`config.mk`:
```
export PLATFORM = sky130hd
export DESIGN_NAME = cfg_io_port
export DESIGN_NICKNAME = d
export VERILOG_FILES = /design/src/rtl/cfg_io_port_pkg.sv /design/src/rtl/cfg_io_port_regs.sv /design/src/rtl/cfg_io_port_pin.sv /design/src/rtl/cfg_io_port_rdmux.sv /design/src/rtl/cfg_io_port.sv
export SDC_FILE = /design/constraint.sdc
export NUM_CORES = 1
export LEC_CHECK = 0
export ABC_CLOCK_PERIOD_IN_PS = 2040
export BUFFER_PORTS_ARGS = -buffer_cell sky130_fd_sc_hd__buf_2
export CAP_MARGIN = 40
export CORE_ASPECT_RATIO = 1.25
export CORE_MARGIN = 3
export CORE_UTILIZATION = 50
export CTS_CLUSTER_DIAMETER = 150
export DETAILED_ROUTE_END_ITERATION = 6
export PLACE_DENSITY = 0.75
export RECOVER_POWER = 100
export SLEW_MARGIN = 15
export SYNTH_ARGS = -nofsm -noshare
export SYNTH_HDL_FRONTEND = slang
export SYNTH_SLANG_ARGS = --single-unit
export TNS_END_PERCENT = 20
```
`constraint.sdc`:
```
create_clock -name clk_i -period 2.04 [get_ports clk_i]
set_input_delay 0.306 -clock clk_i [delete_from_list [all_inputs] [get_ports clk_i]]
set_output_delay 0.306 -clock clk_i [all_outputs]
set_load 0.05 [all_outputs]
```
`src/rtl/cfg_io_port_pkg.sv`:
```
package cfg_io_port_pkg;
  localparam int ADDR_W = 4;
  localparam int NUM_WR_REGS = 7;

  localparam logic [ADDR_W-1:0] OFS_DIR    = 4'd0;
  localparam logic [ADDR_W-1:0] OFS_SEL_LO = 4'd1;
  localparam logic [ADDR_W-1:0] OFS_SEL_HI = 4'd2;
  localparam logic [ADDR_W-1:0] OFS_DOUT   = 4'd3;
  localparam logic [ADDR_W-1:0] OFS_CM_LO  = 4'd4;
  localparam logic [ADDR_W-1:0] OFS_CM_HI  = 4'd5;
  localparam logic [ADDR_W-1:0] OFS_CK_SEL = 4'd6;
  localparam logic [ADDR_W-1:0] OFS_CAP    = 4'd8;
  localparam logic [ADDR_W-1:0] OFS_PAD    = 4'd9;
  localparam logic [ADDR_W-1:0] OFS_MC     = 4'd10;

  typedef enum logic [1:0] {SRC_DOUT, SRC_ADDR, SRC_MACRO, SRC_ECS} out_src_e;
  typedef enum logic [1:0] {CAP_DIRECT, CAP_LATCH, CAP_EDGE, CAP_SPARE} cap_mode_e;
endpackage

```
`src/rtl/cfg_io_port_regs.sv`:
```
module cfg_io_port_regs
  import cfg_io_port_pkg::*;
#(
  parameter int WIDTH = 8
) (
  input  logic              clk_i,
  input  logic              rst_ni,
  input  logic              we_i,
  input  logic [ADDR_W-1:0] addr_i,
  input  logic [WIDTH-1:0]  wdata_i,
  output logic [WIDTH-1:0]  dir_o,
  output logic [WIDTH-1:0]  sel_lo_o,
  output logic [WIDTH-1:0]  sel_hi_o,
  output logic [WIDTH-1:0]  dout_o,
  output logic [WIDTH-1:0]  cm_lo_o,
  output logic [WIDTH-1:0]  cm_hi_o,
  output logic [WIDTH-1:0]  ck_sel_o
);
  logic [NUM_WR_REGS-1:0][WIDTH-1:0] regs_q;

  always_ff @(posedge clk_i or negedge rst_ni) begin
    if (!rst_ni) begin
      regs_q <= '0;
    end else begin
      for (int r = 0; r < NUM_WR_REGS; r++) begin
        if (we_i && addr_i == ADDR_W'(r)) regs_q[r] <= wdata_i;
      end
    end
  end

  assign dir_o    = regs_q[OFS_DIR];
  assign sel_lo_o = regs_q[OFS_SEL_LO];
  assign sel_hi_o = regs_q[OFS_SEL_HI];
  assign dout_o   = regs_q[OFS_DOUT];
  assign cm_lo_o  = regs_q[OFS_CM_LO];
  assign cm_hi_o  = regs_q[OFS_CM_HI];
  assign ck_sel_o = regs_q[OFS_CK_SEL];

  a_r2_dir_write: assert property (@(posedge clk_i) disable iff (!rst_ni)
    (we_i && addr_i == OFS_DIR) |=> dir_o == $past(wdata_i));
  a_r2_dout_write: assert property (@(posedge clk_i) disable iff (!rst_ni)
    (we_i && addr_i == OFS_DOUT) |=> dout_o == $past(wdata_i));
  a_r3_dout_hold: assert property (@(posedge clk_i) disable iff (!rst_ni)
    !(we_i && addr_i == OFS_DOUT) |=> $stable(dout_o));
endmodule

```
`src/rtl/cfg_io_port_pin.sv`:
```
module cfg_io_port_pin
  import cfg_io_port_pkg::*;
#(
  parameter bit HAS_TERM = 1'b0
) (
  input  logic       clk_i,
  input  logic       rst_ni,
  input  logic [1:0] sel_i,
  input  logic       dout_i,
  input  logic       adr_i,
  input  logic       mc_i,
  input  logic       ecs_i,
  input  logic       dir_i,
  input  logic       term_oe_i,
  input  logic [1:0] mode_i,
  input  logic       ck_sel_i,
  input  logic       strobe_i,
  input  logic       pla_ck_i,
  input  logic       pad_i,
  output logic       pad_o,
  output logic       oe_o,
  output logic       cap_o
);
  out_src_e  src;
  cap_mode_e mode;
  logic      en, en_q, cap_q;

  assign src  = out_src_e'(sel_i);
  assign mode = cap_mode_e'(mode_i);

  always_comb begin
    unique case (src)
      SRC_DOUT:  pad_o = dout_i;
      SRC_ADDR:  pad_o = adr_i;
      SRC_MACRO: pad_o = mc_i;
      default:   pad_o = ecs_i;
    endcase
  end

  // driver enable: OR with array term only where the pin owns one
  generate
    if (HAS_TERM) begin : g_term
      assign oe_o = dir_i | term_oe_i;
    end else begin : g_no_term
      logic unused_term;
      assign unused_term = term_oe_i;
      assign oe_o = dir_i;
      a_r5_dir_only: assert property (@(posedge clk_i) disable iff (!rst_ni)
        (!dir_i && term_oe_i) |-> !oe_o);
    end
  endgenerate

  assign en = ck_sel_i ? pla_ck_i : strobe_i;

  always_ff @(posedge clk_i or negedge rst_ni) begin
    if (!rst_ni) begin
      en_q  <= 1'b0;
      cap_q <= 1'b0;
    end else begin
      en_q <= en;
      unique case (mode)
        CAP_LATCH: if (en) cap_q <= pad_i;
        CAP_EDGE:  if (en && !en_q) cap_q <= pad_i;
        default:   ;
      endcase
    end
  end

  always_comb begin
    unique case (mode)
      CAP_LATCH: cap_o = en ? pad_i : cap_q;
      CAP_EDGE:  cap_o = cap_q;
      default:   cap_o = pad_i;
    endcase
  end

  a_r7_latch_hold: assert property (@(posedge clk_i) disable iff (!rst_ni)
    (mode == CAP_LATCH && !en && $past(mode == CAP_LATCH && !en)) |-> $stable(cap_o));
  a_r8_edge_capture: assert property (@(posedge clk_i) disable iff (!rst_ni)
    (mode == CAP_EDGE && en && !en_q) |=> (mode != CAP_EDGE || cap_o == $past(pad_i)));
  a_r8_edge_hold: assert property (@(posedge clk_i) disable iff (!rst_ni)
    (mode == CAP_EDGE && !(en && !en_q)) |=> (mode != CAP_EDGE || $stable(cap_o)));
endmodule

```
`src/rtl/cfg_io_port_rdmux.sv`:
```
module cfg_io_port_rdmux
  import cfg_io_port_pkg::*;
#(
  parameter int WIDTH = 8
) (
  input  logic              re_i,
  input  logic [ADDR_W-1:0] addr_i,
  input  logic [WIDTH-1:0]  dir_i,
  input  logic [WIDTH-1:0]  sel_lo_i,
  input  logic [WIDTH-1:0]  sel_hi_i,
  input  logic [WIDTH-1:0]  dout_i,
  input  logic [WIDTH-1:0]  cm_lo_i,
  input  logic [WIDTH-1:0]  cm_hi_i,
  input  logic [WIDTH-1:0]  ck_sel_i,
  input  logic [WIDTH-1:0]  cap_i,
  input  logic [WIDTH-1:0]  pad_i,
  input  logic [WIDTH-1:0]  mc_i,
  output logic [WIDTH-1:0]  rdata_o
);
  always_comb begin
    rdata_o = '0;
    if (re_i) begin
      unique case (addr_i)
        OFS_DIR:    rdata_o = dir_i;
        OFS_SEL_LO: rdata_o = sel_lo_i;
        OFS_SEL_HI: rdata_o = sel_hi_i;
        OFS_DOUT:   rdata_o = dout_i;
        OFS_CM_LO:  rdata_o = cm_lo_i;
        OFS_CM_HI:  rdata_o = cm_hi_i;
        OFS_CK_SEL: rdata_o = ck_sel_i;
        OFS_CAP:    rdata_o = cap_i;
        OFS_PAD:    rdata_o = pad_i;
        OFS_MC:     rdata_o = mc_i;
        default:    rdata_o = '0;
      endcase
    end
  end
endmodule

```
`src/rtl/cfg_io_port.sv`:
```
module cfg_io_port
  import cfg_io_port_pkg::*;
#(
  parameter int               WIDTH        = 8,
  parameter logic [WIDTH-1:0] OE_TERM_MASK = 8'hF0
) (
  input  logic              clk_i,
  input  logic              rst_ni,
  input  logic              cs_i,
  input  logic              rd_i,
  input  logic              wr_i,
  input  logic [ADDR_W-1:0] addr_i,
  input  logic [WIDTH-1:0]  wdata_i,
  output logic [WIDTH-1:0]  rdata_o,
  input  logic [WIDTH-1:0]  adr_lat_i,
  input  logic [WIDTH-1:0]  mc_i,
  input  logic [WIDTH-1:0]  ecs_i,
  input  logic [WIDTH-1:0]  pla_oe_i,
  input  logic [WIDTH-1:0]  pla_ck_i,
  input  logic              strobe_i,
  input  logic [WIDTH-1:0]  pad_i,
  output logic [WIDTH-1:0]  pad_o,
  output logic [WIDTH-1:0]  pad_oe_o,
  output logic [WIDTH-1:0]  cap_o
);
  logic [WIDTH-1:0] dir, sel_lo, sel_hi, dout, cm_lo, cm_hi, ck_sel;
  logic we, re;

  assign we = cs_i & wr_i;
  assign re = cs_i & rd_i;

  cfg_io_port_regs #(.WIDTH(WIDTH)) u_regs (
    .clk_i, .rst_ni, .we_i(we), .addr_i, .wdata_i,
    .dir_o(dir), .sel_lo_o(sel_lo), .sel_hi_o(sel_hi), .dout_o(dout),
    .cm_lo_o(cm_lo), .cm_hi_o(cm_hi), .ck_sel_o(ck_sel)
  );

  for (genvar i = 0; i < WIDTH; i++) begin : g_pin
    cfg_io_port_pin #(.HAS_TERM(OE_TERM_MASK[i])) u_pin (
      .clk_i, .rst_ni,
      .sel_i({sel_hi[i], sel_lo[i]}),
      .dout_i(dout[i]), .adr_i(adr_lat_i[i]), .mc_i(mc_i[i]), .ecs_i(ecs_i[i]),
      .dir_i(dir[i]), .term_oe_i(pla_oe_i[i]),
      .mode_i({cm_hi[i], cm_lo[i]}), .ck_sel_i(ck_sel[i]),
      .strobe_i, .pla_ck_i(pla_ck_i[i]), .pad_i(pad_i[i]),
      .pad_o(pad_o[i]), .oe_o(pad_oe_o[i]), .cap_o(cap_o[i])
    );
  end

  cfg_io_port_rdmux #(.WIDTH(WIDTH)) u_rdmux (
    .re_i(re), .addr_i,
    .dir_i(dir), .sel_lo_i(sel_lo), .sel_hi_i(sel_hi), .dout_i(dout),
    .cm_lo_i(cm_lo), .cm_hi_i(cm_hi), .ck_sel_i(ck_sel),
    .cap_i(cap_o), .pad_i, .mc_i, .rdata_o
  );

  a_r3_idle_bus: assert property (@(posedge clk_i) disable iff (!rst_ni)
    !(cs_i && rd_i) |-> rdata_o == '0);
  a_r11_old_value: assert property (@(posedge clk_i) disable iff (!rst_ni)
    (cs_i && rd_i && addr_i == OFS_DOUT) |-> rdata_o == dout);
  a_r5_dir_drives: assert property (@(posedge clk_i) disable iff (!rst_ni)
    (dir == '1) |-> pad_oe_o == '1);
endmodule

```
# == Word level (Yosys, flattened, before mapping) ==
# Cells that the tools add are included.
# word_totals
in_bits,66
reg_bits,72
out_inout_bits,32
word_cells,176
# classes
mux,50
n_reduce_logical,48
n_bitwise,6
eq_ne,49
# op_table
op,count
8-bit case mux with 10 select lines,1
2-bit by 1-bit == test with 1-bit output (second input constant),16
2-bit == test (second input constant),16
1-bit case mux with 2 select lines,16
1-bit two-way mux,24
1-bit case mux with 3 select lines,8
2-bit zero test,8
2-bit by 1-bit != test with 1-bit output (second input constant),8
2-bit AND reduction,8
2-bit nonzero test,8
1-bit logical AND,15
4-bit by 3-bit == test with 1-bit output (second input constant),3
4-bit == test (second input constant),3
4-bit by 2-bit == test with 1-bit output (second input constant),2
1-bit zero test,8
8-bit two-way mux,1
4-bit by 1-bit == test with 1-bit output (second input constant),1
4-bit zero test,1
1-bit bitwise OR,4
1-bit bitwise AND,2

# == Depth between registers and ports, before layout ==
# logic_depth
depth_word,5
mapped_depth,6
mapped_depth_nobuf,6

# == Cells and area by module ==
# A second synthesis with hierarchy kept.
# unflattened
cells_unflattened,386
area_unflattened_um2,4400.5
# modules_own_cells
module,seq_area_each_um2,n_inst,area_each_um2,cells_per_inst
cfg_io_port_regs,1401.3,1,2165.8,124
cfg_io_port_rdmux,0.0,1,835.8,116
cfg_io_port_pin at g_pin[0].u_pin ...,50.0,4,173.9,18
cfg_io_port_pin at g_pin[4].u_pin ...,50.0,4,172.7,18
cfg_io_port,0.0,1,12.5,2

# == Worst setup path after synthesis ==
# No wires, ideal clock.
# synth_timing
path_type,register to output
from,"register u_regs.regs_q, in the netlist u_regs.cm_lo_o[3]"
to,output port rdata_o[3]
t_required_ns,1.734
path_buffers,0
path_slack_ns,-0.288
path_stages_with_launch,6
arrival_ns,2.022
cell_sequence,dfrtp_1 inv_1 ha_1 nor4bb_1 o31ai_1 a41oi_1
# synth_between
elab_chain_cells,4
elab_cells_between_ends,5
classes_between,eq/ne: 2; mux: 3
# synth_lines
item,line,source
"start, declared",cfg_io_port_regs.sv:19,logic [NUM_WR_REGS-1:0][WIDTH-1:0] regs_q;
"start signal, assigned by index",cfg_io_port_regs.sv:26,if (we_i && addr_i == ADDR_W'(r)) regs_q[r] <= wdata_i;
2-bit == test / 2-bit by 1-bit == test with 1-bit output (equally long branches),cfg_io_port_pin.sv:70,unique case (mode)
1-bit case mux with 2 select lines,cfg_io_port_pin.sv:70,
8-bit case mux with 10 select lines (*),cfg_io_port_rdmux.sv:23,unique case (addr_i)
8-bit two-way mux (*),cfg_io_port_rdmux.sv:22,if (re_i) begin
"end, declared",cfg_io_port.sv:14,"output logic [WIDTH-1:0] rdata_o,"
# Mark *: on every way between the ends. The rest lies on a longest branch, timed or not.

# == Worst setup path after layout ==
# layout_timing
from,"register u_regs.regs_q, in the netlist u_regs.cm_lo_o[5]"
to,output port rdata_o[5]
# The elaborated chain is that of the path after synthesis.

==> results.cfg <==
[cts]
clock_sink_count = 72
htreeDepth = 3
cts_buffer_depth = 2
path_clk_slew_ns = 0.07
cts_root_buf = clkbuf_8
numCtsBuffers = 9
cts_tree = done
clkLatencyLatePin_ns = 0.37

[cells_and_area]
syn_to_final_growth_pct = 31.75
layout_commonest_cell = buf_2
diodes = 0
final_area_um2 = 6121
drive_above_1_share = 0.5503
fin_util = 0.6921
final_nets = 624
stdcell_count = 667
final_cell_mix = 77 x buf_2, 71 x dfrtp_1, 64 x buf_4, 59 x mux2_2, 32 x nand2_1

[detailed_routing]
wl_met1_um = 5220
met3_length_um = 1136
drt_first_iter_violations = 342
wire_per_inst_um = 20.57
dr.pass1.iters = 4
ant_nets = 0
vias_per_cell = 5.876
drc_errors = 0
vias = 3919
top_layer = met4
wl_met2_um = 6966
drt-total-wl_um = 13720

[timing]
hold_viol_final = 0
fin_skew_ns = 0.006214
tightestPinTransition_ns = 0.9883
fin_crit_sh = 1.159
max_freq_mhz = 423.0
period_needed_ns = 2.364
slew_viol_final = 0
setup_viol_count_final = 16
relSlewSlack = 0.3411
setup_ws_ns = -0.3239
fin_tns_setup_ns = -3.464
rsz0062_at_grt = yes

[yosys]
synth_seq_cells = 72
ys_seq_area_frac = 0.3878
avgSynthCellArea_um2 = 11.30
netlist_area_um2 = 4646
async_reset_ff_frac = 1.000
synthCells = 411
synth_flop_cell = dfrtp_1
ys_types = 49
ys_warn_count = 0
synth_nets = 493
synth_edf_count = 0

[critical_path]
worstSetupEndpointType = output port
crit_end = rdata_o[5]
reg2reg_depth = 4
cp_max_fo = 3
critPathKind = flip-flop to output port
crit_path_start = u_regs.cm_lo_o[5]
cp.arrival_ns = 2.06
rr_endpoint = g_pin[3].u_pin.cap_q
crit_required_ns = 1.73
regToRegSetupSlack_ns = 0.51
startpoint_type = flip-flop
rr_startpoint = u_regs.ck_sel_o[3]

[power_and_ir_drop]
leakage_nw = 2.870
power-per-cell-area_nw_per_um2 = 940.9
peakVddDrop_uv = 599.8

[placed_design]
dp_hpwl_um = 9535
port-buffer-count = 93
place_congestion = 0.8904
dp_cells = 642
dpl_cell_area_um2 = 5453
post-place-ws_ns = -0.1704

[global_routing]
grt_pass1_vias = 4066
gr-total-overflow = 0
grt_pass1_wl_um = 21060
grt_max_degree = 73
track_usage = 0.2642
antenna_found_initial = 0

[outcome]
outcome = complete, but fails checks
violations = setup timing

[run]
max_cap_viol_count = 0

[worst_hold_path]
hp-class = input port to flip-flop

[floorplan]
num_rows = 38
die_width_um = 92.22
fp.dieH_um = 113.8
die-area_um2 = 10490
coreArea_um2 = 8843
start_util = 0.5253
ioPinCount = 98
[area by class of cell]
type	instances	area, µm²
multi-input cells	283	2815
fillers	664	2723
flip-flops and latches	72	1803
repair buffers	156	1047
clock buffers	11	151.4
well taps	120	150.1
clock inverters	5	78.83
inverters	20	75.07
[registers in the layout, summed over array words and instances (netlist names)]
signal	cells
u_regs.cm_lo_o	8
u_regs.ck_sel_o	8
u_regs.dir_o	8
u_regs.sel_lo_o	8
g_pin.u_pin.en_q	8
u_regs.dout_o	8
u_regs.cm_hi_o	8
g_pin.u_pin.cap_q	8
u_regs.sel_hi_o	8
[where the power goes]
| group | internal [mW] | switching [mW] |
|---|---|---|
| registers | 1.75 | 0.296 |
| logic | 1.16 | 1.25 |
| clock network | 0.753 | 0.551 |
| total | 3.66 | 2.10 |
[cell usage after synthesis (4+ instances only)]
master,number,share of area
dfrtp_1,72,0.39
mux2_2,67,0.16
nand2_1,32,0.026
buf_4,27,0.044
inv_1,20,0.016
mux2i_1,17,0.037
ha_1,16,0.043
nand3b_1,15,0.024
o211ai_1,10,0.016
and3_1,9,0.012
mux2_4,8,0.026
mux4_2,8,0.039
o22ai_1,8,0.011
or3_1,8,0.011
nand2b_1,7,0.0094
nor4bb_1,7,0.015
o31ai_1,7,0.011
a21oi_1,6,0.0065
a31oi_1,6,0.0081
buf_2,6,0.0065
a22o_1,5,0.0094
or2_2,5,0.0067
nor2_1,4,0.0032
o21ai_0,4,0.0043
[worst max-delay path, cell delays in order, from the launching register on]
cell	delay, ns
dfrtp_1	0.39
inv_1	0.06
ha_2	0.30
nor4bb_4	0.37
o31ai_2	0.13
a31oi_1	0.20
buf_4	0.24
[cell families after synthesis]
logic type | count (synthesis) | synth area share
AOI/OAI and AO/OA | 60 | 0.09346
DFF | 72 | 0.3878
adders and majority gates | 16 | 0.04309
and+or+nand+nor | 107 | 0.1401
muxes | 100 | 0.2637
buffers and inverters | 56 | 0.07191
[through the flow]
stage,power [mW],hold WS [ns]
floorplan,3.587,0.01041
global placement,3.927,0.3604
detailed placement,4.015,0.3637
CTS,5.622,0.2142
global route,6.025,0.2321
finish,5.759,0.2337
[worst min path at each step]
stage | startpoint | to | slack [ns] | cells past startpoint
6_report | pad_i[0] | g_pin[0].u_pin.cap_q | 0.23 | 2
5_1_grt | pad_i[7] | g_pin[7].u_pin.cap_q | 0.23 | 2
4_1_cts | pad_i[0] | g_pin[0].u_pin.cap_q | 0.21 | 2
3_5_place_dp | rst_ni | g_pin[5].u_pin.cap_q | 0.36 | 2
3_3_place_gp | rst_ni | g_pin[5].u_pin.cap_q | 0.36 | 2
2_1_floorplan | rst_ni | g_pin[0].u_pin.cap_q | 0.01 | 0
[what timing repair did]
action,in CTS,in global routing
endpoints found under the setup margin,16,16
pin swaps,19,11
gates cloned,0,0
buffers inserted,4,4
hold buffers,1,0
endpoints found under the hold margin,72,0
gates resized for setup,59,17
[metal layers]
metal,GRT usage,up-vias
met1,0.3266,1931
met2,0.4449,181
met5,0,-
met4,0.1160,0
met3,0.05805,34
li1,-,1773
(Power assumes the default switching activity.)
